## src/rtl/spm_ser_pkg.sv

```systemverilog
package spm_ser_pkg;

    typedef enum logic [0:0] {
        ST_IDLE   = 1'b0,
        ST_SERIAL = 1'b1
    } ser_state_t;

endpackage

```

## src/rtl/spm_addr_split.sv

```systemverilog
module spm_addr_split #(
    parameter int ADDR_W = 8,
    parameter int BYTE_W = 2,
    parameter int BANK_W = 2
) (
    input  logic [ADDR_W-1:0]               addr,
    output logic [BANK_W-1:0]               bank,
    output logic [ADDR_W-BYTE_W-BANK_W-1:0] row
);
    localparam int ROW_W = ADDR_W - BYTE_W - BANK_W;

    // word index = addr >> BYTE_W; bank = word mod banks; row = word / banks
    always_comb begin
        bank = addr[BYTE_W +: BANK_W];
        row  = addr[ADDR_W-1 -: ROW_W];
    end
endmodule

```

## src/rtl/spm_pass_pick.sv

```systemverilog
module spm_pass_pick #(
    parameter int LANES  = 4,
    parameter int ADDR_W = 8,
    parameter int BANK_W = 2
) (
    input  logic [LANES-1:0][ADDR_W-1:0] addr,
    input  logic [LANES-1:0][BANK_W-1:0] bank,
    input  logic [LANES-1:0]             pending,
    output logic [LANES-1:0]             issue,
    output logic [LANES-1:0]             left_over
);
    logic [LANES-1:0] head;

    // head: lowest pending lane of its bank
    always_comb begin
        for (int l = 0; l < LANES; l++) begin
            head[l] = pending[l];
            for (int j = 0; j < l; j++) begin
                if (pending[j] && (bank[j] == bank[l])) begin
                    head[l] = 1'b0;
                end
            end
        end
    end

    // a pending lane goes out if some head holds the very same address
    always_comb begin
        for (int l = 0; l < LANES; l++) begin
            issue[l] = 1'b0;
            for (int k = 0; k < LANES; k++) begin
                if (pending[l] && head[k] && (addr[k] == addr[l])) begin
                    issue[l] = 1'b1;
                end
            end
        end
        left_over = pending & ~issue;
    end
endmodule

```

## src/rtl/spm_req_hold.sv

```systemverilog
module spm_req_hold #(
    parameter int LANES  = 4,
    parameter int ADDR_W = 8,
    parameter int BYTES  = 4
) (
    input  logic                          clk,
    input  logic                          rst_n,
    input  logic                          load,
    input  logic                          wr_in,
    input  logic [LANES-1:0]              on_in,
    input  logic [LANES-1:0][ADDR_W-1:0]  addr_in,
    input  logic [LANES-1:0][8*BYTES-1:0] data_in,
    input  logic [LANES-1:0][BYTES-1:0]   be_in,
    output logic                          wr_q,
    output logic [LANES-1:0]              on_q,
    output logic [LANES-1:0][ADDR_W-1:0]  addr_q,
    output logic [LANES-1:0][8*BYTES-1:0] data_q,
    output logic [LANES-1:0][BYTES-1:0]   be_q
);
    always_ff @(posedge clk or negedge rst_n) begin
        if (!rst_n) begin
            wr_q <= 1'b0;
            on_q <= '0;
        end else if (load) begin
            wr_q <= wr_in;
            on_q <= on_in;
        end
    end

    genvar g;
    generate
        for (g = 0; g < LANES; g++) begin : g_lane
            always_ff @(posedge clk) begin
                if (load) begin
                    addr_q[g] <= addr_in[g];
                    data_q[g] <= data_in[g];
                    be_q[g]   <= be_in[g];
                end
            end
        end
    endgenerate
endmodule

```

## src/rtl/spm_conflict_serializer.sv

```systemverilog
module spm_conflict_serializer
    import spm_ser_pkg::*;
#(
    parameter int LANES = 4,
    parameter int BANKS = 4,
    parameter int BYTES = 4,
    parameter int DEPTH = 16,
    localparam int BYTE_W = $clog2(BYTES),
    localparam int BANK_W = $clog2(BANKS),
    localparam int ROW_W  = $clog2(DEPTH),
    localparam int ADDR_W = ROW_W + BANK_W + BYTE_W,
    localparam int DATA_W = 8 * BYTES
) (
    input  logic                          clk,
    input  logic                          rst_n,
    input  logic                          go,
    input  logic                          wr_op,
    input  logic [LANES-1:0]              lane_on,
    input  logic [LANES-1:0][ADDR_W-1:0]  lane_addr,
    input  logic [LANES-1:0][DATA_W-1:0]  lane_wdata,
    input  logic [LANES-1:0][BYTES-1:0]   lane_be,
    output logic                          rdy,
    output logic                          pass_vld,
    output logic                          pass_last,
    output logic                          pass_wr,
    output logic [LANES-1:0]              pass_lanes,
    output logic [LANES-1:0][BANK_W-1:0]  pass_bank,
    output logic [LANES-1:0][ROW_W-1:0]   pass_row,
    output logic [LANES-1:0][DATA_W-1:0]  pass_wdata,
    output logic [LANES-1:0][BYTES-1:0]   pass_be
);
    ser_state_t state_q, state_d;

    logic                         accept;
    logic                         hold_wr;
    logic [LANES-1:0]             hold_on;
    logic [LANES-1:0][ADDR_W-1:0] hold_addr;
    logic [LANES-1:0][DATA_W-1:0] hold_data;
    logic [LANES-1:0][BYTES-1:0]  hold_be;

    logic                         src_wr;
    logic [LANES-1:0]             src_on;
    logic [LANES-1:0][ADDR_W-1:0] src_addr;
    logic [LANES-1:0][DATA_W-1:0] src_data;
    logic [LANES-1:0][BYTES-1:0]  src_be;
    logic [LANES-1:0][BANK_W-1:0] src_bank;
    logic [LANES-1:0][ROW_W-1:0]  src_row;

    logic [LANES-1:0] served_q;
    logic [LANES-1:0] pending;
    logic [LANES-1:0] issue;
    logic [LANES-1:0] left_over;
    logic             in_idle;

    assign in_idle = (state_q == ST_IDLE);
    assign accept  = in_idle && go;

    spm_req_hold #(
        .LANES (LANES),
        .ADDR_W(ADDR_W),
        .BYTES (BYTES)
    ) i_hold (
        .clk    (clk),
        .rst_n  (rst_n),
        .load   (accept),
        .wr_in  (wr_op),
        .on_in  (lane_on),
        .addr_in(lane_addr),
        .data_in(lane_wdata),
        .be_in  (lane_be),
        .wr_q   (hold_wr),
        .on_q   (hold_on),
        .addr_q (hold_addr),
        .data_q (hold_data),
        .be_q   (hold_be)
    );

    // live inputs in the accepting cycle, captured copy while draining
    always_comb begin
        if (in_idle) begin
            src_wr   = wr_op;
            src_on   = lane_on;
            src_addr = lane_addr;
            src_data = lane_wdata;
            src_be   = lane_be;
            pending  = lane_on;
        end else begin
            src_wr   = hold_wr;
            src_on   = hold_on;
            src_addr = hold_addr;
            src_data = hold_data;
            src_be   = hold_be;
            pending  = hold_on & ~served_q;
        end
    end

    genvar g;
    generate
        for (g = 0; g < LANES; g++) begin : g_map
            spm_addr_split #(
                .ADDR_W(ADDR_W),
                .BYTE_W(BYTE_W),
                .BANK_W(BANK_W)
            ) i_split (
                .addr(src_addr[g]),
                .bank(src_bank[g]),
                .row (src_row[g])
            );
        end
    endgenerate

    spm_pass_pick #(
        .LANES (LANES),
        .ADDR_W(ADDR_W),
        .BANK_W(BANK_W)
    ) i_pick (
        .addr     (src_addr),
        .bank     (src_bank),
        .pending  (pending),
        .issue    (issue),
        .left_over(left_over)
    );

    // next-state logic
    always_comb begin
        state_d = state_q;
        unique case (state_q)
            ST_IDLE:   if (go && (left_over != '0)) state_d = ST_SERIAL;
            ST_SERIAL: if (left_over == '0)         state_d = ST_IDLE;
            default:   state_d = ST_IDLE;
        endcase
    end

    // state register and served tracking
    always_ff @(posedge clk or negedge rst_n) begin
        if (!rst_n) begin
            state_q  <= ST_IDLE;
            served_q <= '0;
        end else begin
            state_q <= state_d;
            if (accept) begin
                served_q <= issue;
            end else if (!in_idle) begin
                served_q <= served_q | issue;
            end
        end
    end

    // outputs
    always_comb begin
        rdy        = 1'b0;
        pass_vld   = 1'b0;
        unique case (state_q)
            ST_IDLE: begin
                rdy      = 1'b1;
                pass_vld = go;
            end
            ST_SERIAL: begin
                rdy      = 1'b0;
                pass_vld = 1'b1;
            end
            default: begin
                rdy      = 1'b0;
                pass_vld = 1'b0;
            end
        endcase
        pass_last  = pass_vld && (left_over == '0);
        pass_wr    = src_wr;
        pass_lanes = pass_vld ? issue : '0;
        pass_bank  = src_bank;
        pass_row   = src_row;
        pass_wdata = src_data;
        pass_be    = src_be;
    end
endmodule

```

## config.mk

```make
export PLATFORM = sky130hd
export DESIGN_NAME = spm_conflict_serializer
export DESIGN_NICKNAME = d
export VERILOG_FILES = /design/src/rtl/spm_ser_pkg.sv /design/src/rtl/spm_addr_split.sv /design/src/rtl/spm_pass_pick.sv /design/src/rtl/spm_req_hold.sv /design/src/rtl/spm_conflict_serializer.sv
export SDC_FILE = /design/constraint.sdc
export NUM_CORES = 1
export LEC_CHECK = 0
export ABC_AREA = 1
export BUFFER_PORTS_ARGS = -buffer_cell sky130_fd_sc_hd__buf_4
export CORE_UTILIZATION = 45
export CTS_CLUSTER_SIZE = 20
export DETAILED_ROUTE_END_ITERATION = 8
export PLACE_DENSITY = 0.77
export REMOVE_ABC_BUFFERS = 1
export SYNTH_ARGS = -nofsm -noshare
export SYNTH_HDL_FRONTEND = slang
export SYNTH_HIERARCHICAL = 1
export SYNTH_SLANG_ARGS = --single-unit
```

## constraint.sdc

```tcl
create_clock -name clk -period 4.55 [get_ports clk]
set_clock_uncertainty 0.1 [all_clocks]
set_input_delay 0.455 -clock clk [delete_from_list [all_inputs] [get_ports clk]]
set_output_delay 0.455 -clock clk [all_outputs]
set_load 0.03 [all_outputs]
```

After elaboration in Yosys (flattened, before gate mapping)
Index checks and enable logic that the tools add are counted.
- reduce and logical (&&, ||, !) cells: 39
- multiplexer cells: 35
- bitwise logic cells: 6
- equal/unequal tests: 18
- operator list (kind ; count):
    $mux W128 ; 1
    $eq A8 B8 Y1 ; 12
    $logic_and A1 B1 Y1 ; 36
    $mux W32 ; 1
    $mux W1 ; 25
    $mux W16 ; 1
    $mux W4 ; 4
    $eq A2 B2 Y1 ; 6
    $and A4 B4 Y4 ; 2
    $not A4 Y4 ; 2
    $pmux W1 S2 ; 3
    $logic_not A4 Y1 ; 1
    $or A4 B4 Y4 ; 1
    $reduce_bool A4 Y1 ; 1
    $reduce_bool A2 Y1 ; 1
    $not A1 Y1 ; 1
- output and inout bits: 176
- input port bits: 184
- bits in registers: 186
- logic and storage cells: 114

Logic depth before layout (Yosys ltp)
Gate-level depths: netlist (run 1).
- depth in word-level cells: 16
- mapped depth: 18
- gate-level depth less buffers: 16

Cells and area by module
The synthesis (run 1) kept the hierarchy.
- modules (own cells, without submodules) (module ; times used ; area each (um^2) ; seq. area each (um^2) ; cells an instance):
    spm_req_hold ; 1 ; 5470.2 ; 5410.2 ; 197
    spm_conflict_serializer ; 1 ; 2581.2 ; 125.1 ; 618
    spm_pass_pick ; 1 ; 1228.7 ; 0.0 ; 279
    spm_addr_split ; 4 ; 45.0 ; 0.0 ; 6

Worst setup path before layout (run 1)
Ideal clock, no wire load.
- kind: reg2reg
- from: register state_q
- to: register i_hold/addr_q[0] (netlist name), enable pin
- setup slack: -0.388 ns
- period minus slack after synthesis: 4.938 ns
- path buffers: 2
- data required time: 3.917 ns
- stages on the path, launching flop included: 6
- data arrival time: 4.305 ns
- setup time: 0.533 ns
- cells stage by stage: dfrtp_1 buf_4 inv_4 buf_6 nand2_1 inv_1
- longest elaborated chain between the ends: 2
- RTL lines (what ; RTL line ; RTL):
    start, declared ; spm_conflict_serializer.sv:32 ; ser_state_t state_q, state_d;
    start signal, assigned ; spm_conflict_serializer.sv:140 ; state_q <= state_d;
    $not A1 Y1 ; n/a ;
    $logic_and A1 B1 Y1 ; spm_conflict_serializer.sv:56 ; assign accept = in_idle && go;
    named net accept ; spm_conflict_serializer.sv:34 ; logic accept;
    end signal, assigned by index ; spm_req_hold.sv:35 ; addr_q[g] <= addr_in[g];
    end, declared ; spm_req_hold.sv:16 ; output logic [LANES-1:0][ADDR_W-1:0] addr_q,
The timed path passes the listed nets, and every way through them passes these cells.
A chain may end at the register's enable or synchronous reset.

Worst setup path after layout (run 1)
- from: register state_q
- to: output pass_last
- longest elaborated chain between the ends: 13
- elaborated cells between the ends (all ways): 81
- those cells by class: eq/ne: 18; mux: 25; bitwise: 3; reduce/logical: 35
- RTL lines (what ; RTL line ; RTL):
    $mux W32 ; spm_conflict_serializer.sv:80 ; if (in_idle) begin
    $eq A2 B2 Y1 ; spm_pass_pick.sv:19 ; if (pending[j] && (bank[j] == bank[l])) begin
    $logic_and A1 B1 Y1 ; spm_pass_pick.sv:19 ;
    $mux W1 ; spm_pass_pick.sv:19 ;
    $logic_and A1 B1 Y1 / $mux W1 (equally long branches) ; spm_pass_pick.sv:31, spm_pass_pick.sv:19 ;
    $logic_and A1 B1 Y1 ; spm_pass_pick.sv:31 ; if (pending[l] && head[k] && (addr[k] == addr[l])) begin
    $mux W1 / $logic_and A1 B1 Y1 (equally long branches) ; spm_pass_pick.sv:31 ;
    $mux W1 (2 in series) ; spm_pass_pick.sv:31 ;
    $not A4 Y4 ; spm_pass_pick.sv:36 ; left_over = pending & ~issue;
    $and A4 B4 Y4 * ; spm_pass_pick.sv:36 ;
    named net left_over[3] ; spm_conflict_serializer.sv:52 ; logic [LANES-1:0] left_over;
    $logic_not A4 Y1 * ; spm_conflict_serializer.sv:167 ; pass_last = pass_vld && (left_over == '0);
    $logic_and A1 B1 Y1 * ; spm_conflict_serializer.sv:167 ;
    end, declared ; spm_conflict_serializer.sv:24 ; output logic pass_last,
Mark *: on every way through the listed nets, which the timed path passes. The rest lies on a longest branch.

==> reports/results.ini, run 1 <==
[floorplan]
rows=52
core_area_um2=20400
die_y_um=147
ios=360
start_util_pct=46.3
die_x_um=147
die-area_um2=21600

[finish]
post-route-util_pct=62.1
nets=1622
multi_input_area_um2=3210
drive_above_1_share_pct=29.4
fillCellCount=1798
stdcell_count=1724
regArea_um2=5540
area_growth_pct=34.0
fin_area_um2=12700

[logic_synthesis]
synth_fa_ha_area_share_pct=0
ys_ff_latch=186
synthArstFlopShare_pct=5.38
yosysSeqAreaShare_pct=58.5
synth_mux_area_share_pct=0
synth_compound_area_share_pct=0.794
yosys.area_share.xor_xnor_pct=1.30
synth_top_area_cell=edfxtp_1
yosysWarnings=6
synth.most_common_cell=nand2_1
synth_area_um2=9460
synth-simple-area-share_pct=31.8
synth-edff-count=176
yosysTopAreaCellShare_pct=55.9
synthTopCellsByCount=724 x nand2_1, 176 x edfxtp_1, 48 x inv_1
ys_types=28
avgSynthCellArea_um2=8.46
synth_top_family_by_area=simple AND/OR/NAND/NOR gates
synthFlopType=edfxtp_1
synth.area.top_cells=edfxtp_1 56%, nand2_1 29%, dfrtp_1 2.6%, buf_4 2.2%, inv_1 1.9%
postSynthCellCount=1118

[clocking]
cts_resized=0
postCtsSetupRepairBufs=0
numClockSinks=186
hold_buffers=1
cts_tree=yes
cts_buffers=17
root_buffer=clkbuf_16
clock_path_buffers=2
worst_setup_hold_path_clk_slew_ns=0.08
clock_latency_ns=0.43
htreeDepth=4

[critical_path]
critPathCaptureType=primary output
r2r_start=state_q$_DFF_PN0_
cp_max_fo=88
path_class=reg -> out
ff2ff_setup_slack_ns=1.75
startpoint_type=register
cp-startpoint=state_q$_DFF_PN0_
cp.required_ns=3.99
cp.arrival_ns=3.13

[grt]
grt_max_degree=89
antenna_found_initial=3
grt_pass1_wl_mm=39.1
grt_overflow=0
first_global_vias=7728
grt_util_all_layers_pct=22.9

[power]
power.total_mw=9.33
p_leak_nw=6.36
vdd_drop_max_mv=0.426
p_per_area_nw_per_um2=736

[routing]
wl_mm=25.1
drcViolationCount=0
dr.pass1.iters=5
vias_per_cell=4.73
wl_per_cell_um=14.5
drt_iter0_drc=426
vias=8151
final_antenna_net_count=0

[place]
dp.cells=1688
gp_congestion=0.867
portBuffers=359
post-place-ws_ns=1.33
dpl.hpwl_mm=18.2
placed_area_um2=12100

[timing]
slew_violations=0
final.min_clock_period_ns=3.69
fin_ws_ns=0.864
relSlewSlack_pct=53.9
worst_pin_slew_ns=0.691
finalHoldViolations=0
min_period_over_period_pct=81.0
hold-worst-slack_ns=0.103
tns_ns=0
fmax_mhz=271
rsz0062_at_grt=false
setup_viol=0

[job]
cap_violations=0

[worst_hold_path]
min_path_type=in -> reg
min-delay-start=lane_wdata[39]

[outcome]
status=finished clean

## cells in the final DEF (no fill, tap or decap), drive strengths merged
master       Yosys  layout
o211ai           1       1
xor2             7       7
o21bai           1       1
nand3b           1       1
dlygate4sd3      0       1
inv             57      64
xnor2            7       7
clkinvlp         0       1
nand2          726     726
clkbuf           2      17
a21oi            6       6
diode            0       3
buf             65     367
dfrtp           10      10
nor2            40      40
nand4            1       1
edfxtp         176     176
o21ai            2       2
nand3           15      15
clkinv           0       7
conb             1       1
## final timing paths
| kind | cells after the start | to |
|---|---|---|
| setup / recovery | 16 | pass_last |
| hold / removal | 1 | i_hold/data_q[39]$_DFFE_PP_ |
| setup reg to reg | 4 | i_hold/data_q[30]$_DFFE_PP_ |
| hold reg to reg | 2 | i_hold/on_q[1]$_DFFE_PN0P_ |
| max in group asynchronous | 2 | state_q$_DFF_PN0_ |
| min in group asynchronous | 2 | i_hold/on_q[2]$_DFFE_PN0P_ |
## metal layers
metal	wire length (µm)	GRT usage, %
met5	0	0
met4	850	10.6
met3	1850	6.68
met2	12300	37.5
met1	10100	28.1
## power breakdown
part	internal [mW]	leakage (nW)	switching, mW	total, mW
Sequential	2.27	1.76	0.0907	2.36
Clock	0.733	0.282	0.724	1.46
Combinational	1.71	4.32	3.79	5.51
## worst max-delay path: stages, from the launching register on
cell and delay (ns):
dfrtp_4 0.52, inv_6 0.46, nand2_1 0.12, nand2_1 0.32
inv_1 0.14, nand2_1 0.10, nand2_1 0.05, nand3_1 0.08
nand2_1 0.07, nor2_2 0.13, nand2_1 0.10, nand4_1 0.10
inv_1 0.04, nor2_1 0.11, nand2_1 0.06, nor2_1 0.11
buf_4 0.18
## cells by family after synthesis
logic type	after synthesis
other	1
xor gates and xnor gates	14
and+or+nand+nor	783
DFF	186
AOI/OAI and AO/OA	10
buffers and inverters	124
## cell type report
| type | count | area share (%) |
|---|---|---|
| Sequential cell | 186 | 43.7 |
| Antenna cell | 3 | 0.0592 |
| Timing Repair Buffer | 368 | 21.9 |
| Clock buffer | 17 | 3.36 |
| Tap cell | 270 | 2.66 |
| Multi-Input combinational cell | 808 | 25.3 |
| Inverter | 57 | 1.77 |
| Clock inverter | 15 | 1.23 |
## sequential cells by signal (all words and copies together) (netlist names)
register       flops
i_hold/on_q        4
i_hold/be_q       16
served_q           4
i_hold/addr_q     32
state_q            1
i_hold/wr_q        1
i_hold/data_q    128
(Power assumes the default switching activity.)
==> inputs of run 2 (changes only) <==
Clock period 4.55 ns to 3.23 ns, I/O delays scaled along.
==> run 2 against run 1 <==
Effect of this change:
- non-clock buffer count increased by 193
- die area unchanged
- first-iteration DRC count increased by 55%
- critical endpoint unchanged
==> reports/results.ini, run 2 (synthesized netlist as in run 1, its figures left out) <==
[critical_path]
startpoint_type=register  ; unchanged
critPathTopFamily=simple AND/OR/NAND/NOR gates  ; unchanged
critPathSlowestCell=dfrtp_4  ; unchanged
crit_chain=buf_12, buf_4, nand2_1, nand2_4, inv_1, nand2_1, nand3_1, o21bai_2, nor2_4, nand2_1, nand3_1, nor2_1, nor2_2, nand2_1, nor2_2, buf_6  ; was inv_6, nand2_1, nand2_1, inv_1, nand2_1, nand2_1, nand3_1, nand2_1, nor2_2, nand2_1, nand4_1, inv_1, nor2_1, nand2_1, nor2_1, buf_4
r2r_start=state_q$_DFF_PN0_  ; unchanged
critPathCaptureType=primary output  ; unchanged
path_class=reg -> out  ; unchanged
cp.required_ns=2.81  ; was 3.99 ns
critPathBufInv=4  ; unchanged
cp.arrival_ns=2.66  ; was 3.13 ns
slowest_delay_ns=0.50  ; was 0.52 ns
cp-startpoint=state_q$_DFF_PN0_  ; unchanged
cp_common_cell=nand2_1  ; unchanged
cp_max_fo=8  ; was 88

[timing]
fmax_mhz=324
min_period_over_period_pct=95.6
final.min_clock_period_ns=3.09
worst_pin_slew_ns=0.961  ; was 0.691 ns
slew_violations=0  ; unchanged
setup_viol=0  ; unchanged
finalHoldViolations=0  ; unchanged
relSlewSlack_pct=35.9  ; was 53.9%

[worst_hold_path]
min-delay-start=lane_on[1]  ; was lane_wdata[39]
min_path_type=in -> reg  ; unchanged

[power]
p_per_area_nw_per_um2=948  ; was 736 nW/µm²
power.total_mw=14.1  ; was 9.33 mW
vdd_drop_max_mv=0.528  ; was 0.426 mV
p_clk_share_pct=14.6  ; was 15.6%
p_leak_nw=7.26  ; was 6.36 nW
intPower_mw=7.08  ; was 4.72 mW
power_frac_comb_pct=61.7  ; was 59.0%
p_seq_share_pct=23.7  ; was 25.3%
swShare_pct=49.7  ; was 49.4%
p_sw_mw=7.01  ; was 4.61 mW

[finish]
largest_register_ffs=128  ; unchanged
antenna_cells=0  ; was 3
stdcell_count=1916  ; was 1724
nets=1818  ; was 1622
final_common_cell=nand2_1  ; unchanged
layout_common_cells=697 x nand2_1, 370 x buf_4, 180 x dlygate4sd3_1, 176 x edfxtp_1, 45 x inv_1  ; was 724 x nand2_1, 366 x buf_4, 176 x edfxtp_1, 47 x inv_1, 32 x nor2_1
area_growth_pct=57.2  ; was 34.0%
drive_above_1_share_pct=29.1  ; was 29.4%
largest-register=i_hold/data_q  ; unchanged
reg_top3=i_hold/data_q x128, i_hold/addr_q x32, i_hold/be_q x16  ; unchanged

[floorplan]
die_y_um=147  ; unchanged
ios=360  ; unchanged
die-area_um2=21600  ; unchanged
die_x_um=147  ; unchanged
core_area_um2=20400  ; unchanged
rows=52  ; unchanged
start_util_pct=46.3  ; unchanged

[place]
dpl.hpwl_mm=19.1  ; was 18.2 mm
gp_congestion=0.868  ; was 0.867
dp.cells=1695  ; was 1688
portBuffers=359  ; unchanged

[clocking]
clock_path_buffers=2  ; unchanged
root_buffer=clkbuf_16  ; unchanged
worst_setup_hold_path_clk_slew_ns=0.07  ; was 0.08 ns
cts_buffers=17  ; unchanged
clock_latency_ns=0.43  ; about the same
htreeDepth=4  ; unchanged
cts_tree=yes  ; unchanged
numClockSinks=186  ; unchanged

[job]
cap_violations=0  ; unchanged

[routing]
wl_per_cell_um=16.7  ; was 14.5 µm
vias_per_cell=4.95  ; was 4.73
drcViolationCount=0  ; unchanged
vias=9483  ; was 8151
drt_iter0_drc=661  ; was 426
wl_mm=31.9  ; was 25.1 mm
dr.pass1.iters=5  ; unchanged
final_antenna_net_count=0  ; unchanged

[outcome]
status=finished clean  ; unchanged

[grt]
grt_util_all_layers_pct=27.9  ; was 22.9%
antenna_found_initial=1  ; was 3
grt_max_degree=92  ; was 89
grt_pass1_wl_mm=47.1  ; was 39.1 mm
grt_overflow=0  ; unchanged
first_global_vias=9350  ; was 7728

==> run 2: through the flow <==
stage	cell area (µm²)	setup TNS, ns	worst slack [ns]	hold WS (ns)	util (%)
floorplan	8960	-1253.76	-4.80	-0.0726	-
global placement	12200	0	0.457	0.0606	59.6
detailed placement	12200	0	0.342	0.0631	59.6
CTS	14600	0	0.0120	0.00763	71.4
global route	14900	-0.0432	-0.0432	0.00186	72.8
finish	14900	0	0.143	0.0226	72.8
==> run 2: power by group through the flow <==
stage / clock network, mW / registers [mW] / logic [mW]
5_1_grt: 2.18 / 3.38 / 9.22
3_5_place_dp: 0 / 3.40 / 7.86
3_3_place_gp: 0 / 3.38 / 7.76
6_report: 2.06 / 3.34 / 8.69
2_1_floorplan: 0 / 3.63 / 4.94
4_1_cts: 2.10 / 3.35 / 8.10
==> run 2: routing by layer <==
layer / vias up / global-route usage, % / share of wire (%) / wire length (µm)
met4: 2 / 15.5 / 5.6 / 1780
met2: 474 / 49.4 / 51 / 16300
met5: - / 0 / 0.034 / 11
met1: 4373 / 30.4 / 36 / 11500
met3: 135 / 7.33 / 7.3 / 2330
li1: 4499 / - / - / -
==> run 2: timing repair <==
action,CTS,global route
setup endpoints to repair,1,3
resized for setup,9,45
setup buffers,0,5
gates cloned,0,5
endpoints found under the hold margin,189,0
pin swaps,0,3
hold buffers,180,0
==> run 2: area by class of cell <==
| class | instances | area, µm² |
|---|---|---|
| timing repair buffer | 561 | 4790 |
| clock inverter | 14 | 158 |
| timing repair inverter | 3 | 36.3 |
| inverter | 57 | 245 |
| tap | 270 | 338 |
| fill | 1373 | 5560 |
| multi-input combinational | 808 | 3340 |
| clock buffer | 17 | 425 |
| sequential | 186 | 5540 |
==> run 2: final timing paths <==
| path | slack (ns) | endpoint | depth (start not counted) |
|---|---|---|---|
| max | 0.14 | pass_last | 16 |
| min | 0.02 | i_hold/on_q[1]$_DFFE_PN0P_ | 3 |
| max reg2reg | 0.81 | state_q$_DFF_PN0_ | 15 |
| min reg2reg | 0.38 | i_hold/on_q[1]$_DFFE_PN0P_ | 2 |
| max in group asynchronous | 2.70 | state_q$_DFF_PN0_ | 2 |
| min in group asynchronous | 0.16 | i_hold/on_q[3]$_DFFE_PN0P_ | 2 |
==> run 2: tightest hold or removal path, cell delays in order <==
cell and delay (ns):
buf_4 0.09, nand2_1 0.05, nand2_1 0.06
==> inputs of run 3 (changes only) <==
Settings changed: ABC_AREA 1 to unset, CORE_UTILIZATION 45 to 44.
==> run 3 against run 2 <==
Effect of this change:
- the run now ends with setup timing left
- critical path depth decreased by 5
- core utilization is 1.1 points higher
- via count decreased by 27%
- synthesized cell count is 51% lower
- sequential power is essentially flat
- register-to-register slack got worse by 0.59 ns
- synthesized area is 5.7% lower
- non-clock buffer count grew 32
- clock power fell by 2%
- cell count fell by 27%
- total power down 11%
==> reports/results.ini, run 3 <==
[floorplan]
rows=51  ; was 52
start_util_pct=45.4  ; was 46.3%
ios=360  ; unchanged
die_x_um=144  ; was 147 µm
die-area_um2=20800  ; was 21600 µm²
core_area_um2=19700  ; was 20400 µm²
die_y_um=144  ; was 147 µm

[outcome]
status=complete, but fails checks  ; was finished clean
violations=setup timing

[routing]
drcViolationCount=0  ; unchanged
final_antenna_net_count=0  ; unchanged
dr.pass1.iters=4  ; was 5
vias_per_cell=4.97  ; was 4.95
wl_mm=27.2  ; was 31.9 mm
vias=6918  ; was 9483
drt_iter0_drc=238  ; was 661
wl_per_cell_um=19.5  ; was 16.7 µm

[timing]
relSlewSlack_pct=54.8  ; was 35.9%
final.min_clock_period_ns=3.69  ; was 3.09 ns
slew_violations=0  ; unchanged
hold-worst-slack_ns=0.0390  ; was 0.0226 ns
finalHoldViolations=0  ; unchanged
rsz0062_at_grt=true
min_period_over_period_pct=114  ; was 95.6%
worst_pin_slew_ns=0.676  ; was 0.961 ns
fin_ws_ns=-0.458  ; was 0.143 ns
setup_viol=4  ; was 0
fmax_mhz=271  ; was 324 MHz

[logic_synthesis]
synthTopCellsByCount=182 x mux2_2, 176 x edfxtp_1, 48 x xor2_1  ; was 724 x nand2_1, 176 x edfxtp_1, 48 x inv_1
synthFlopType=edfxtp_1  ; unchanged
ys_ff_latch=186  ; unchanged
yosysWarnings=6  ; unchanged
synth.area.top_cells=edfxtp_1 59%, mux2_2 23%, xor2_1 4.7%, buf_4 3.5%, dfrtp_1 2.8%  ; was edfxtp_1 56%, nand2_1 29%, dfrtp_1 2.6%, buf_4 2.2%, inv_1 1.9%
yosysTopAreaCellShare_pct=59.3  ; was 55.9%
synth.most_common_cell=mux2_2  ; was nand2_1
ys_types=33  ; was 28
avgSynthCellArea_um2=16.2  ; was 8.46 µm²
yosysSeqAreaShare_pct=62.1  ; was 58.5%
synth-edff-count=176  ; unchanged
synthArstFlopShare_pct=5.38  ; unchanged
synth_top_area_cell=edfxtp_1  ; unchanged
synth_area_um2=8920  ; was 9460 µm²
postSynthCellCount=549  ; was 1118

[critical_path]
path_class=reg -> out  ; unchanged
critPathSlowestCell=or4_4  ; was dfrtp_4
r2r_start=state_q$_DFF_PN0_  ; unchanged
critPathBufInv=3  ; was 4
ff2ff_setup_slack_ns=0.22  ; was 0.81 ns
cp.arrival_ns=3.26  ; was 2.66 ns
slowest_delay_ns=0.53  ; was 0.50 ns
cp.required_ns=2.81  ; about the same
critPathTopFamily=simple AND/OR/NAND/NOR gates  ; unchanged
cp_max_fo=16  ; was 8
critPathCaptureType=primary output  ; unchanged
crit_chain=buf_12, buf_4, mux2_2, xor2_1, nor4_1, nand2_1, o22ai_1, nor3_1, or4_4, nor2_4, buf_6  ; was buf_12, buf_4, nand2_1, nand2_4, inv_1, nand2_1, nand3_1, o21bai_2, nor2_4, nand2_1, nand3_1, nor2_1, nor2_2, nand2_1, nor2_2, buf_6
r2r-end=state_q$_DFF_PN0_  ; unchanged
startpoint_type=register  ; unchanged
r2r_cells=10  ; was 15

[worst_hold_path]
timing.hold.worst_path_depth=2  ; was 3
min-delay-start=wr_op  ; was lane_on[1]
hold_end=i_hold/wr_q$_DFFE_PN0P_  ; was i_hold/on_q[1]$_DFFE_PN0P_
min_path_type=in -> reg  ; unchanged

[clocking]
htreeDepth=4  ; unchanged
worst_setup_hold_path_clk_slew_ns=0.08  ; was 0.07 ns
clock_latency_ns=0.42  ; was 0.43 ns
cts_tree=yes  ; unchanged
clock_path_buffers=2  ; unchanged
root_buffer=clkbuf_16  ; unchanged
numClockSinks=186  ; unchanged
cts_buffers=17  ; unchanged

[power]
p_clk_share_pct=16.0  ; was 14.6%
power_frac_comb_pct=57.5  ; was 61.7%
p_leak_nw=5.96  ; was 7.26 nW
p_seq_share_pct=26.5  ; was 23.7%
p_per_area_nw_per_um2=864  ; was 948 nW/µm²
vdd_drop_max_mv=0.657  ; was 0.528 mV
intPower_mw=7.37  ; was 7.08 mW
swShare_pct=41.3  ; was 49.7%
p_sw_mw=5.18  ; was 7.01 mW

[place]
gp_congestion=0.871  ; was 0.868
portBuffers=359  ; unchanged
dp.cells=1176  ; was 1695
dpl.hpwl_mm=17.3  ; was 19.1 mm

[finish]
nets=1298  ; was 1818
layout_common_cells=408 x buf_4, 178 x mux2_2, 177 x dlygate4sd3_1, 176 x edfxtp_1, 48 x xor2_1  ; was 697 x nand2_1, 370 x buf_4, 180 x dlygate4sd3_1, 176 x edfxtp_1, 45 x inv_1
drive_above_1_share_pct=57.4  ; was 29.1%
largest_register_ffs=128  ; unchanged
reg_top3=i_hold/data_q x128, i_hold/addr_q x32, i_hold/be_q x16  ; unchanged
largest-register=i_hold/data_q  ; unchanged
fillCellCount=1268  ; was 1373
area_growth_pct=62.9  ; was 57.2%
final_common_cell=buf_4  ; was nand2_1
stdcell_count=1392  ; was 1916

[job]
cap_violations=0  ; unchanged

[grt]
first_global_vias=7247  ; was 9350
grt_max_degree=75  ; was 92
antenna_found_initial=2  ; was 1
grt_overflow=0  ; unchanged
grt_pass1_wl_mm=39.2  ; was 47.1 mm
grt_util_all_layers_pct=25.1  ; was 27.9%

[run 3: changes by cell type in the layout (fill, tap and decap cells not counted), moves of 9 or more]
cell     before  now
nand2_1     697    4
mux2_2        0  178
inv_1        45    4
xor2_1        7   48
buf_4       370  408
nand2_2      22    0
nor2_1       26    8
nor2_2       11    1
inv_2        10    1
nand3_1      13    4
[run 3: how the worst max path moves through the flow]
stage                            from                         end  slack [ns]  depth (start not counted)
floorplan           state_q$_DFF_PN0_  i_hold/on_q[0]$_DFFE_PN0P_      -11.96                          2
global placement    state_q$_DFF_PN0_                   pass_last       -0.07                         10
detailed placement  state_q$_DFF_PN0_                   pass_last       -0.08                         10
CTS                 state_q$_DFF_PN0_                   pass_last       -0.46                         11
global route        state_q$_DFF_PN0_                   pass_last       -0.60                         11
finish              state_q$_DFF_PN0_                   pass_last       -0.46                         11
[run 3: worst reg2reg max path: cells and delay by family, from the launching register on]
kind	cells	cell delay (ns)
AND/OR/NAND/NOR	5	1.20
flip-flops	1	0.49
multiplexers	1	0.38
buffers and inverters	2	0.31
AO/OA/AOI/OAI	1	0.21
XOR/XNOR	1	0.17
[run 3: per-layer routing]
layer  vias up  track usage [%]  share of wire, %
met3        54             6.39               7.0
met5         -                0                 0
li1       3201                -                 -
met4         0             10.3               3.1
met1      3363             29.0                39
met2       300             44.3                51
[run 3: logic make-up after synthesis]
logic type	count (synthesis)	share of synthesized area, %
buffers and inverters	52	3.97
AND/OR/NAND/NOR	48	2.96
flip-flops	186	62.1
XOR/XNOR	58	5.70
AO/OA/AOI/OAI	18	1.82
multiplexers	186	23.4
other	1	0.0421
[run 3: area by class of cell]
| class | count | area (µm²) | area share (%) |
|---|---|---|---|
| sequential | 186 | 5540 | 38.1 |
| clock buffer | 17 | 425 | 2.93 |
| inverter | 5 | 18.8 | 0.129 |
| multi-input combinational | 311 | 3110 | 21.4 |
| antenna | 2 | 5.00 | 0.0344 |
| tap | 265 | 332 | 2.28 |
| clock inverter | 13 | 133 | 0.913 |
| timing repair buffer | 593 | 4970 | 34.2 |
[run 3: per-stage QoR]
| stage | power [mW] | setup WS (ns) | setup TNS (ns) | util (%) | area (µm²) |
|---|---|---|---|---|---|
| 2_1_floorplan | 7.26 | -11.96 | -2527.52 | - | 8580 |
| 3_3_place_gp | 10.1 | -0.0715 | -0.0715 | 61.3 | 12000 |
| 3_5_place_dp | 10.1 | -0.0772 | -0.0772 | 61.3 | 12000 |
| 4_1_cts | 12.5 | -0.460 | -1.03 | 73.7 | 14500 |
| 5_1_grt | 13.1 | -0.599 | -1.78 | 73.9 | 14500 |
| 6_report | 12.5 | -0.458 | -1.30 | 73.9 | 14500 |
[run 3: power groups by stage]
stage	logic [mW]	registers, mW	clock network [mW]
floorplan	3.60	3.66	0
global placement	6.71	3.39	0
detailed placement	6.71	3.41	0
CTS	7.11	3.32	2.07
global route	7.55	3.36	2.13
finish	7.21	3.33	2.01
[run 3: what timing repair did]
item	CTS	global route
pin swaps	4	5
hold buffers	177	0
hold endpoints to repair	186	0
cloned	0	0
setup buffers	5	2
setup endpoints to repair	4	4
resized for setup	12	7
